===== src/rtl/err_first_capture.sv =====
module err_first_capture #(
  parameter int ID_W   = 4,
  parameter int TYPE_W = 2
) (
  input  logic              clk,
  input  logic              rst_n,
  input  logic              reg_wr,
  input  logic              reg_rd,
  input  logic [31:0]       reg_wdata,
  output logic [31:0]       reg_rdata,
  input  logic              n_err_vld,
  input  logic [ID_W-1:0]   n_err_id,
  input  logic              n_err_wr,
  input  logic [TYPE_W-1:0] n_err_type,
  input  logic              s_err_vld,
  input  logic [ID_W-1:0]   s_err_id,
  input  logic              s_err_wr,
  input  logic [TYPE_W-1:0] s_err_type,
  output logic              irq
);
  localparam int EN_BIT   = 16;
  localparam int ID_LSB   = 8;
  localparam int SIDE_BIT = 5;
  localparam int CMD_BIT  = 4;
  localparam int TYP_LSB  = 2;

  logic              first_q, multi_q, en_q, side_q, cmd_q;
  logic [ID_W-1:0]   id_q;
  logic [TYPE_W-1:0] typ_q;

  logic first_eff, multi_eff, any_err, take;
  logic [ID_W-1:0]   pick_id;
  logic              pick_wr, pick_side;
  logic [TYPE_W-1:0] pick_typ;

  assign first_eff = first_q & ~reg_rd;
  assign multi_eff = multi_q & ~reg_rd;
  assign any_err   = n_err_vld | s_err_vld;
  assign take      = any_err & ~first_eff;

  assign pick_side = ~n_err_vld;
  assign pick_id   = n_err_vld ? n_err_id   : s_err_id;
  assign pick_wr   = n_err_vld ? n_err_wr   : s_err_wr;
  assign pick_typ  = n_err_vld ? n_err_type : s_err_type;

  always_ff @(posedge clk) begin
    if (!rst_n) begin
      first_q <= 1'b0;
      multi_q <= 1'b0;
      en_q    <= 1'b0;
      side_q  <= 1'b0;
      cmd_q   <= 1'b0;
      id_q    <= '0;
      typ_q   <= '0;
    end else begin
      if (reg_wr) en_q <= reg_wdata[EN_BIT];
      if (take) begin
        first_q <= 1'b1;
        multi_q <= multi_eff | (n_err_vld & s_err_vld);
        side_q  <= pick_side;
        cmd_q   <= pick_wr;
        id_q    <= pick_id;
        typ_q   <= pick_typ;
      end else begin
        first_q <= first_eff;
        multi_q <= multi_eff | any_err;
      end
    end
  end

  always_comb begin
    reg_rdata = '0;
    reg_rdata[EN_BIT]                = en_q;
    reg_rdata[ID_LSB +: ID_W]        = id_q;
    reg_rdata[SIDE_BIT]              = side_q;
    reg_rdata[CMD_BIT]               = cmd_q;
    reg_rdata[TYP_LSB +: TYPE_W]     = typ_q;
    reg_rdata[1]                     = multi_q;
    reg_rdata[0]                     = first_q;
  end

  assign irq = en_q & (first_q | multi_q);


  a_r2_first_set: assert property (@(posedge clk) disable iff (!rst_n)
    (n_err_vld || s_err_vld) |=> reg_rdata[0]);

  a_r3_no_overflow: assert property (@(posedge clk) disable iff (!rst_n)
    (reg_rdata[0] && !reg_rd) |=> $stable(reg_rdata[11:2]));

  a_r5_rd_clear: assert property (@(posedge clk) disable iff (!rst_n)
    (reg_rd && !n_err_vld && !s_err_vld) |=> (reg_rdata[1:0] == 2'b00));

  a_r6_clear_first: assert property (@(posedge clk) disable iff (!rst_n)
    (reg_rd && (n_err_vld ^ s_err_vld)) |=> (reg_rdata[1:0] == 2'b01));

  a_r7_north_wins: assert property (@(posedge clk) disable iff (!rst_n)
    (n_err_vld && s_err_vld && (!reg_rdata[0] || reg_rd)) |=> (reg_rdata[1] && !reg_rdata[5]));

  a_r8_reserved_zero: assert property (@(posedge clk) disable iff (!rst_n)
    (reg_rdata[31:17] == '0) && (reg_rdata[15:12] == '0) && (reg_rdata[7:6] == '0));

  a_r9_irq_gated: assert property (@(posedge clk) disable iff (!rst_n)
    !reg_rdata[16] |-> !irq);
endmodule


===== config.mk =====
export PLATFORM = sky130hd
export DESIGN_NAME = err_first_capture
export DESIGN_NICKNAME = d
export VERILOG_FILES = /design/src/rtl/err_first_capture.sv
export SDC_FILE = /design/constraint.sdc
export NUM_CORES = 1
export LEC_CHECK = 0
export ABC_AREA = 0
export ABC_CLOCK_PERIOD_IN_PS = 2600
export BUFFER_PORTS_ARGS = -buffer_cell sky130_fd_sc_hd__buf_2
export CAP_MARGIN = 20
export CORE_MARGIN = 10
export CORE_UTILIZATION = 36
export DETAILED_ROUTE_END_ITERATION = 8
export PLACE_DENSITY = 0.86
export SETUP_SLACK_MARGIN = 0.4
export SKIP_LAST_GASP = 1
export SLEW_MARGIN = 20
export SYNTH_ARGS = -nofsm -noshare
export SYNTH_HDL_FRONTEND = slang
export SYNTH_SLANG_ARGS = --single-unit

===== constraint.sdc =====
create_clock -name clk -period 2.6 [get_ports clk]
set_input_delay 0.52 -clock clk [delete_from_list [all_inputs] [get_ports clk]]
set_output_delay 0.52 -clock clk [all_outputs]
set_load 0.005 [all_outputs]

==> results.py, run 1 <==
metrics = {
    "cts": {
        "hold_buffers": 0,
        "htree_levels": 1,
        "post_cts_buffers": 0,
        "cts_root_buffer": "clkbuf_4",
        "cts.sinks": 11,
        "clock_latency_ns": 0.26,
        "cts_made_buffers": 3,
        "cts_buffer_depth": 2,
        "cts_resized": 0,
        "path_clk_slew_ns": 0.07,
        "cts_tree": "done",
    },
    "grt": {
        "grt.met2_usage_pct": 13.5,
        "grtUsageTotal_pct": 8.16,
        "grt_overflow": 0,
        "grt_max_degree": 12,
        "antenna_found_initial": 0,
        "grt_pass1_vias": 639,
        "grt_pass1_wl_um": 2880,
        "busiest_layer": "met2",
        "grtUsageMet1_pct": 8.17,
        "gr-usage-met3_pct": 4.92,
    },
    "place": {
        "preCtsSetupSlack_ns": 0.976,
        "gp_congestion": 0.614,
        "port_buffers": 32,
        "hpwl_um": 1440,
    },
    "floorplanning": {
        "ios": 85,
        "die_w_um": 65.6,
        "core_area_um2": 1960,
        "start_util_pct": 38.1,
        "die_area_um2": 4300,
        "die_h_um": 65.6,
        "rows": 16,
    },
    "timing": {
        "fin_crit_ns": 1.41,
        "fin_crit_sh_pct": 54.1,
        "setup_viol": 0,
        "layout_setup_ws_ns": 1.19,
        "rsz0062_at_grt": "false",
        "max_freq_ghz": 0.711,
        "finalSetupTns_ns": 0,
        "hold_viol_final": 0,
        "fin_skew_ns": 0.00179,
        "drv_slew": 0,
    },
    "routing": {
        "routed-via-count": 547,
        "drt_first_pass_iters": 3,
        "wl_per_cell_um": 12.8,
        "drtAntennaViolNets": 0,
        "drt_iter0_markers": 4,
        "drt_wl_total_um": 1690,
        "viasPerCell": 4.14,
        "drc": 0,
    },
    "finish": {
        "drive_gt1_share_pct": 41.9,
        "nets": 158,
        "fill_cells": 208,
        "final_cell_mix": "buf_2 (32), conb_1 (21), dfxtp_1 (11)",
        "areaGrowthSynthToFinish_pct": 7.87,
        "layout_commonest_cell": "buf_2",
        "n_antenna_cell": 0,
    },
    "pwr": {
        "p_leak_nw": 0.419,
        "vdd_drop_max_v": 0.000285,
        "powerDensity_nw_per_um2": 492,
    },
    "logic_synthesis": {
        "synth_cells": 80,
        "avgSynthCellArea_um2": 9.34,
        "yosysUniqueCellTypes": 18,
        "netlist_area_um2": 747,
        "yosysSeqAreaShare_pct": 29.5,
        "ys_warn_count": 0,
        "synth_seq_cells": 11,
    },
    "critical_path": {
        "crit_fanout": 5,
        "required_ns": 2.08,
        "crit_path_start_kind": "register",
        "arrival_ns": 0.89,
        "crit_type": "register to primary output",
        "end_kind": "primary output",
    },
    "run": {
        "cap_violations": 0,
    },
    "min_path": {
        "hp-class": "input port to register",
    },
    "run_status": {
        "status": "finished clean",
    },
}
-- kinds of logic after synthesis --
group | count (synthesis) | share of synthesized area, %
compound gates | 20 | 21.1
mux | 8 | 10.7
flops | 11 | 29.5
other cells | 1 | 0.502
buf+inv | 32 | 32.2
simple gates | 8 | 6.03
-- synthesized netlist by cell type (all sizes together) --
cell type,n,area share (%)
and2,1,1.2
conb,1,0.50
dfxtp,11,29
buf,29,31
nor2,3,1.5
clkbuf,2,1.0
o21ai,1,0.67
a211oi,8,13
a21oi,10,6.7
inv,1,0.50
nor2b,1,0.84
o21a,1,1.0
or2,2,1.7
nand2b,1,0.84
mux2i,8,11
-- final cells by class --
class                           instances  area, um^2  share of cell area [%]
Clock buffer                            4        26.3                    3.26
Inverter                                1        3.75                   0.466
Multi-Input combinational cell         57         362                    44.9
Sequential cell                        11         220                    27.3
Tap cell                               27        33.8                    4.19
Timing Repair Buffer                   32         160                    19.9
-- power by group --
group,switching [W],internal (W)
combinational,0.0000491,0.0000427
clock,0.0000550,0.0000593
sequential,0.00000747,0.000183
total,0.000112,0.000285
-- worst paths after layout --
| kind | cells past startpoint | endpoint | slack (ns) | from |
|---|---|---|---|---|
| worst max-delay path | 2 | irq | 1.19 | first_q |
| worst min register to register | 2 | en_q | 0.53 | en_q |
| worst min-delay path | 3 | en_q | 0.50 | reg_wdata[16] |
| worst max register to register | 3 | typ_q[0] | 1.45 | first_q |
-- flip-flops by register name, summed over array words and instances, names as in the netlist --
name and cells:
multi_q 1, en_q 1, cmd_q 1, typ_q 2, id_q 4, side_q 1, first_q 1
-- through the flow --
| stage | instances | hold WS (ns) | total power, W | area (um^2) | utilization [%] |
|---|---|---|---|---|---|
| 2_1_floorplan | 100 | 0.485 | 0.000284 | 822 | - |
| 3_5_place_dp | 128 | 0.516 | 0.000286 | 779 | 39.7 |
| 3_3_place_gp | 128 | 0.500 | 0.000283 | 779 | 39.7 |
| 5_1_grt | 132 | 0.493 | 0.000426 | 806 | 41.1 |
| 4_1_cts | 132 | 0.494 | 0.000401 | 806 | 41.1 |
| 6_report | 132 | 0.497 | 0.000396 | 806 | 41.1 |
-- routing by layer --
layer  vias to the layer above  part of all wire, %
met3                         0                   13
met2                        32                   49
met1                       241                   38
met5                         -                    0
met4                         0                    0
li1                        274                    -
-- critical path, stage by stage (launching register included) --
cell and delay [ns]:
dfxtp_1 0.34, o21a_1 0.17, buf_2 0.12
No activity file was read; power rests on OpenSTA's default activity.
==> inputs of run 2 (changes only) <==
--- a/config.mk
+++ b/config.mk
@@ -6,13 +6,13 @@
 export NUM_CORES = 1
 export LEC_CHECK = 0
 export ABC_AREA = 0
-export ABC_CLOCK_PERIOD_IN_PS = 2600
+export ABC_CLOCK_PERIOD_IN_PS = 1200
 export BUFFER_PORTS_ARGS = -buffer_cell sky130_fd_sc_hd__buf_2
 export CAP_MARGIN = 20
 export CORE_MARGIN = 10
-export CORE_UTILIZATION = 36
+export CORE_UTILIZATION = 30
 export DETAILED_ROUTE_END_ITERATION = 8
-export PLACE_DENSITY = 0.86
+export PLACE_DENSITY = 0.77
 export SETUP_SLACK_MARGIN = 0.4
 export SKIP_LAST_GASP = 1
 export SLEW_MARGIN = 20
==> constraint.sdc (replaced) <==
create_clock -name clk -period 1.2 [get_ports clk]
set_input_delay 0.24 -clock clk [delete_from_list [all_inputs] [get_ports clk]]
set_output_delay 0.24 -clock clk [all_outputs]
set_load 0.005 [all_outputs]
==> run 2 against run 1 <==
First-iteration DRC count rose by 130%. Clock skew up 0.0037 ns. Combinational power grew to 3.6 times the previous value. Worst setup slack got worse by 1.1 ns. Final cell count increased by 16%. Die area rose by 14%. Critical path type unchanged. Highest routed layer is now met4.
==> results.py, run 2 (synthesis gave the netlist of run 1 again) <==
metrics = {
    "cts": {
        "clock_latency_ns": 0.27,
        "cts_buffer_depth": 2,
        "cts_tree": "done",
        "htree_levels": 1,
        "path_clk_slew_ns": 0.08,
        "hold_buffers": 0,
        "cts_made_buffers": 3,
        "cts_root_buffer": "clkbuf_4",
        "cts.sinks": 11,
    },
    "grt": {
        "grt_overflow": 0,
        "grt_pass1_wl_um": 3380,
        "grt_pass1_vias": 715,
        "antenna_found_initial": 0,
        "grtUsageTotal_pct": 8.20,
        "grt_max_degree": 12,
    },
    "pwr": {
        "powerDensity_nw_per_um2": 927,
        "power_w": 0.00101,
        "p_leak_nw": 0.543,
        "vdd_drop_max_v": 0.000465,
    },
    "floorplanning": {
        "start_util_pct": 30.7,
        "core_area_um2": 2430,
        "rows": 18,
        "die_h_um": 69.9,
        "die_w_um": 69.9,
        "die_area_um2": 4890,
        "ios": 85,
    },
    "timing": {
        "hold_viol_final": 0,
        "fin_crit_sh_pct": 93.2,
        "finalSetupTns_ns": 0,
        "fin_skew_ns": 0.00544,
        "rsz0062_at_grt": "true",
        "fin_crit_ns": 1.12,
        "setup_viol": 0,
        "max_freq_ghz": 0.894,
        "whs_ns": 0.251,
        "drv_slew": 0,
    },
    "finish": {
        "regMostFlops": "id_q",
        "largest_reg_flops": 4,
        "n_antenna_cell": 0,
        "fin_area_um2": 1090,
        "fill_cells": 237,
        "drive_gt1_share_pct": 69.9,
        "final_cells": 153,
        "largestRegisters": "id_q: 4 flops, typ_q: 2 flops",
        "layout_commonest_cell": "buf_2",
        "areaGrowthSynthToFinish_pct": 46.6,
        "nets": 176,
        "final_cell_mix": "buf_2 (23), conb_1 (21), buf_4 (16)",
    },
    "routing": {
        "drc": 0,
        "drtAntennaViolNets": 0,
        "viasPerCell": 4.20,
        "routed-via-count": 643,
        "drt_wl_total_um": 2090,
        "drt_first_pass_iters": 3,
        "drt_iter0_markers": 9,
        "wl_per_cell_um": 13.6,
    },
    "critical_path": {
        "crit_path_start_kind": "register",
        "crit_chain": "o21a_1, buf_2",
        "end_kind": "primary output",
        "arrival_ns": 0.88,
        "critPathMaxStageDelay_ns": 0.32,
        "required_ns": 0.96,
        "crit_type": "register to primary output",
        "crit_fanout": 2,
        "critPathSlowestCell": "dfxtp_2",
    },
    "place": {
        "port_buffers": 32,
        "place_inst": 138,
        "hpwl_um": 1660,
        "placed_area_um2": 843,
        "gp_congestion": 0.708,
    },
    "min_path": {
        "hp-class": "input port to register",
    },
    "run": {
        "cap_violations": 0,
    },
    "run_status": {
        "status": "finished clean",
    },
}
-- run 2: cell types whose count changed in the layout (fill, tap and decap cells not counted), sizes merged --
cell | before | now
clkinv | 0 | 1
clkbuf | 4 | 3
buf | 32 | 50
-- run 2: path summary, 6_finish.rpt --
path / slack (ns) / to / from / cells past startpoint
worst max register to register: 0.22 / typ_q[0] / first_q / 4
worst max-delay path: 0.08 / irq / multi_q / 2
worst min register to register: 0.57 / en_q / en_q / 2
worst min-delay path: 0.25 / en_q / reg_wdata[16] / 3
-- run 2: critical path, delay by kind of cell (launching register included) --
kind | cells | cell delay (ns)
flops | 1 | 0.32
compound gates | 1 | 0.17
buf+inv | 1 | 0.12
-- run 2: metal layers --
layer / GRT usage [%] / part of all wire (%) / vias to the layer above / wire, um
met5: 0 / 0 / - / 0
met4: 5.26 / 2.9 / 0 / 61
met3: 2.68 / 8.0 / 4 / 168
met2: 15.1 / 53 / 27 / 1120
met1: 7.50 / 35 / 302 / 740
li1: - / - / 310 / -
-- run 2: area by class of cell --
| class | count | area [um^2] | share of cell area (%) |
|---|---|---|---|
| clock buffer | 3 | 22.5 | 2.06 |
| clock inverter | 1 | 5.00 | 0.457 |
| inverter | 1 | 3.75 | 0.343 |
| multi-input combinational | 57 | 433 | 39.5 |
| sequential | 11 | 234 | 21.4 |
| tap | 30 | 37.5 | 3.43 |
| timing repair buffer | 50 | 359 | 32.8 |
-- run 2: power by group --
group	total, W	internal [W]	switching [W]	leakage, nW
clock network	0.000257	0.000123	0.000134	0.0177
logic	0.000335	0.000189	0.000146	0.431
registers	0.000423	0.000402	0.0000210	0.0945
-- run 2: through the flow --
stage          utilization [%]  setup slack (ns)
2_1_floorplan                -          0.000228
3_3_place_gp              34.7            0.0962
3_5_place_dp              34.7            0.0718
4_1_cts                   41.9            0.0715
5_1_grt                   45.0            0.0563
6_report                  45.0            0.0818
-- run 2: repair_timing --
| action | 4_1_cts | 5_1_grt |
|---|---|---|
| pin swaps | 5 | 3 |
| endpoints found under the hold margin | 0 | 0 |
| setup buffers | 9 | 2 |
| endpoints found under the setup margin | 21 | 22 |
| gates resized for setup | 24 | 12 |
==> inputs of run 3 (changes only) <==
--- a/config.mk
+++ b/config.mk
@@ -6,13 +6,13 @@
 export NUM_CORES = 1
 export LEC_CHECK = 0
 export ABC_AREA = 0
-export ABC_CLOCK_PERIOD_IN_PS = 1200
+export ABC_CLOCK_PERIOD_IN_PS = 1300
 export BUFFER_PORTS_ARGS = -buffer_cell sky130_fd_sc_hd__buf_2
 export CAP_MARGIN = 20
 export CORE_MARGIN = 10
-export CORE_UTILIZATION = 30
+export CORE_UTILIZATION = 36
 export DETAILED_ROUTE_END_ITERATION = 8
-export PLACE_DENSITY = 0.77
+export PLACE_DENSITY = 0.86
 export SETUP_SLACK_MARGIN = 0.4
 export SKIP_LAST_GASP = 1
 export SLEW_MARGIN = 20
==> constraint.sdc (replaced) <==
create_clock -name clk -period 1.3 [get_ports clk]
set_input_delay 0.26 -clock clk [delete_from_list [all_inputs] [get_ports clk]]
set_output_delay 0.26 -clock clk [all_outputs]
set_load 0.005 [all_outputs]
==> run 3 against run 2 <==
Clock power shrank 7%. Hold slack gained 0.028 ns. Flip-flop and latch count is the same. Sequential power shrank 7.6%. Utilization grew 1.9 points. Non-clock buffer count shrank 12. Final cell count shrank 9.8%. Largest power group unchanged.
==> results.py, run 3 (synthesis gave the netlist of run 1 again) <==
metrics = {
    "finish": {
        "nets": 164,
        "n_antenna_cell": 0,
        "fill_cells": 201,
        "areaGrowthSynthToFinish_pct": 23.3,
        "regMostFlops": "id_q",
        "final_cell_mix": "buf_2 (24), conb_1 (21), dfxtp_2 (11)",
        "largest_reg_flops": 4,
        "final_cells": 138,
        "largestRegisters": "id_q: 4 flops, typ_q: 2 flops",
        "drive_gt1_share_pct": 55.9,
        "layout_commonest_cell": "buf_2",
    },
    "cts": {
        "cts_buffer_depth": 2,
        "cts_tree": "done",
        "path_clk_slew_ns": 0.07,
        "cts_made_buffers": 3,
        "cts.sinks": 11,
        "cts_root_buffer": "clkbuf_4",
        "hold_buffers": 0,
        "htree_levels": 1,
        "clock_latency_ns": 0.26,
    },
    "timing": {
        "finalSetupTns_ns": 0,
        "fin_crit_sh_pct": 87.5,
        "fin_crit_ns": 1.14,
        "fin_skew_ns": 0.00138,
        "max_freq_ghz": 0.879,
        "whs_ns": 0.279,
        "drv_slew": 0,
        "layout_setup_ws_ns": 0.162,
        "rsz0062_at_grt": "true",
        "hold_viol_final": 0,
        "setup_viol": 0,
    },
    "critical_path": {
        "end_kind": "primary output",
        "required_ns": 1.04,
        "cp_top_family": "flip-flops",
        "critPathSlowestCell": "dfxtp_2",
        "crit_chain": "o21a_1, buf_2",
        "crit_fanout": 2,
        "path_buf_inv": 1,
        "arrival_ns": 0.88,
        "crit_path_start_kind": "register",
        "crit_type": "register to primary output",
        "r2r-start": "first_q",
        "crit_start": "multi_q",
        "critPathMaxStageDelay_ns": 0.33,
    },
    "routing": {
        "drt_first_pass_iters": 2,
        "drtAntennaViolNets": 0,
        "drt_iter0_markers": 6,
        "drt_wl_total_um": 2040,
        "viasPerCell": 4.21,
        "drc": 0,
        "wl_per_cell_um": 14.8,
        "routed-via-count": 581,
    },
    "grt": {
        "grt_pass1_vias": 704,
        "grtUsageTotal_pct": 9.50,
        "grt_max_degree": 12,
        "antenna_found_initial": 0,
        "grt_pass1_wl_um": 3220,
        "grt_overflow": 0,
    },
    "pwr": {
        "p_clk_share_pct": 27.6,
        "switching_share_pct": 28.7,
        "vdd_drop_max_v": 0.000494,
        "combPwrFrac_pct": 27.1,
        "p_leak_nw": 0.463,
        "powerDensity_nw_per_um2": 937,
        "p_int_w": 0.000615,
        "p_sw_w": 0.000248,
        "power_w": 0.000863,
        "power_frac_seq_pct": 45.3,
    },
    "min_path": {
        "hp-start": "reg_rd",
        "hp-class": "input port to register",
    },
    "place": {
        "hpwl_um": 1620,
        "preCtsSetupSlack_ns": 0.0297,
        "port_buffers": 32,
        "gp_congestion": 0.681,
        "place_inst": 129,
    },
    "floorplanning": {
        "die_w_um": 65.6,
        "die_area_um2": 4300,
        "core_area_um2": 1960,
        "rows": 16,
        "ios": 85,
        "start_util_pct": 38.1,
        "die_h_um": 65.6,
    },
    "run_status": {
        "status": "finished clean",
    },
    "run": {
        "cap_violations": 0,
    },
}
-- run 3: final timing paths --
check,depth (start not counted),slack [ns],to
setup reg to reg,5,0.21,multi_q
hold / removal,3,0.28,multi_q
setup / recovery,2,0.16,irq
hold reg to reg,2,0.53,side_q
-- run 3: power groups by stage --
stage / logic, W / registers (W) / clock network [W]
floorplan: 0.000184 / 0.000390 / 0
CTS: 0.000219 / 0.000388 / 0.000236
finish: 0.000234 / 0.000391 / 0.000238
global placement: 0.000182 / 0.000388 / 0
detailed placement: 0.000189 / 0.000390 / 0
global route: 0.000262 / 0.000394 / 0.000259
-- run 3: worst register-to-register path, delay by kind of cell (launching register included) --
kind	cells	cell delay [ns]
flip-flops	1	0.35
AND/OR/NAND/NOR	1	0.27
buffers and inverters	2	0.22
AO/OA/AOI/OAI	2	0.17
-- run 3: repair_timing --
item | 4_1_cts | 5_1_grt
hold endpoints to repair | 0 | 0
setup endpoints to repair | 20 | 22
resized for setup | 16 | 5
setup buffers | 4 | 1
-- run 3: area by class of cell --
| cell class | count | area (um^2) | area share, % |
|---|---|---|---|
| sequential | 11 | 234 | 25.4 |
| clock buffer | 4 | 26.3 | 2.85 |
| tap | 27 | 33.8 | 3.67 |
| timing repair buffer | 38 | 259 | 28.1 |
| multi-input combinational | 57 | 364 | 39.5 |
| inverter | 1 | 3.75 | 0.408 |
-- run 3: per-stage QoR --
step	area [um^2]	utilization (%)
5_1_grt	921	46.9
3_5_place_dp	788	40.2
2_1_floorplan	836	-
4_1_cts	891	45.4
6_report	921	46.9
3_3_place_gp	788	40.2
-- run 3: per-layer routing --
metal  GRT usage (%)  vias up  part of all wire, %
met5               0        -                    0
met4            5.61        0                  1.3
met3            2.88        2                  7.4
met2            18.5       24                   57
met1            8.26      271                   34
li1                -      284                    -
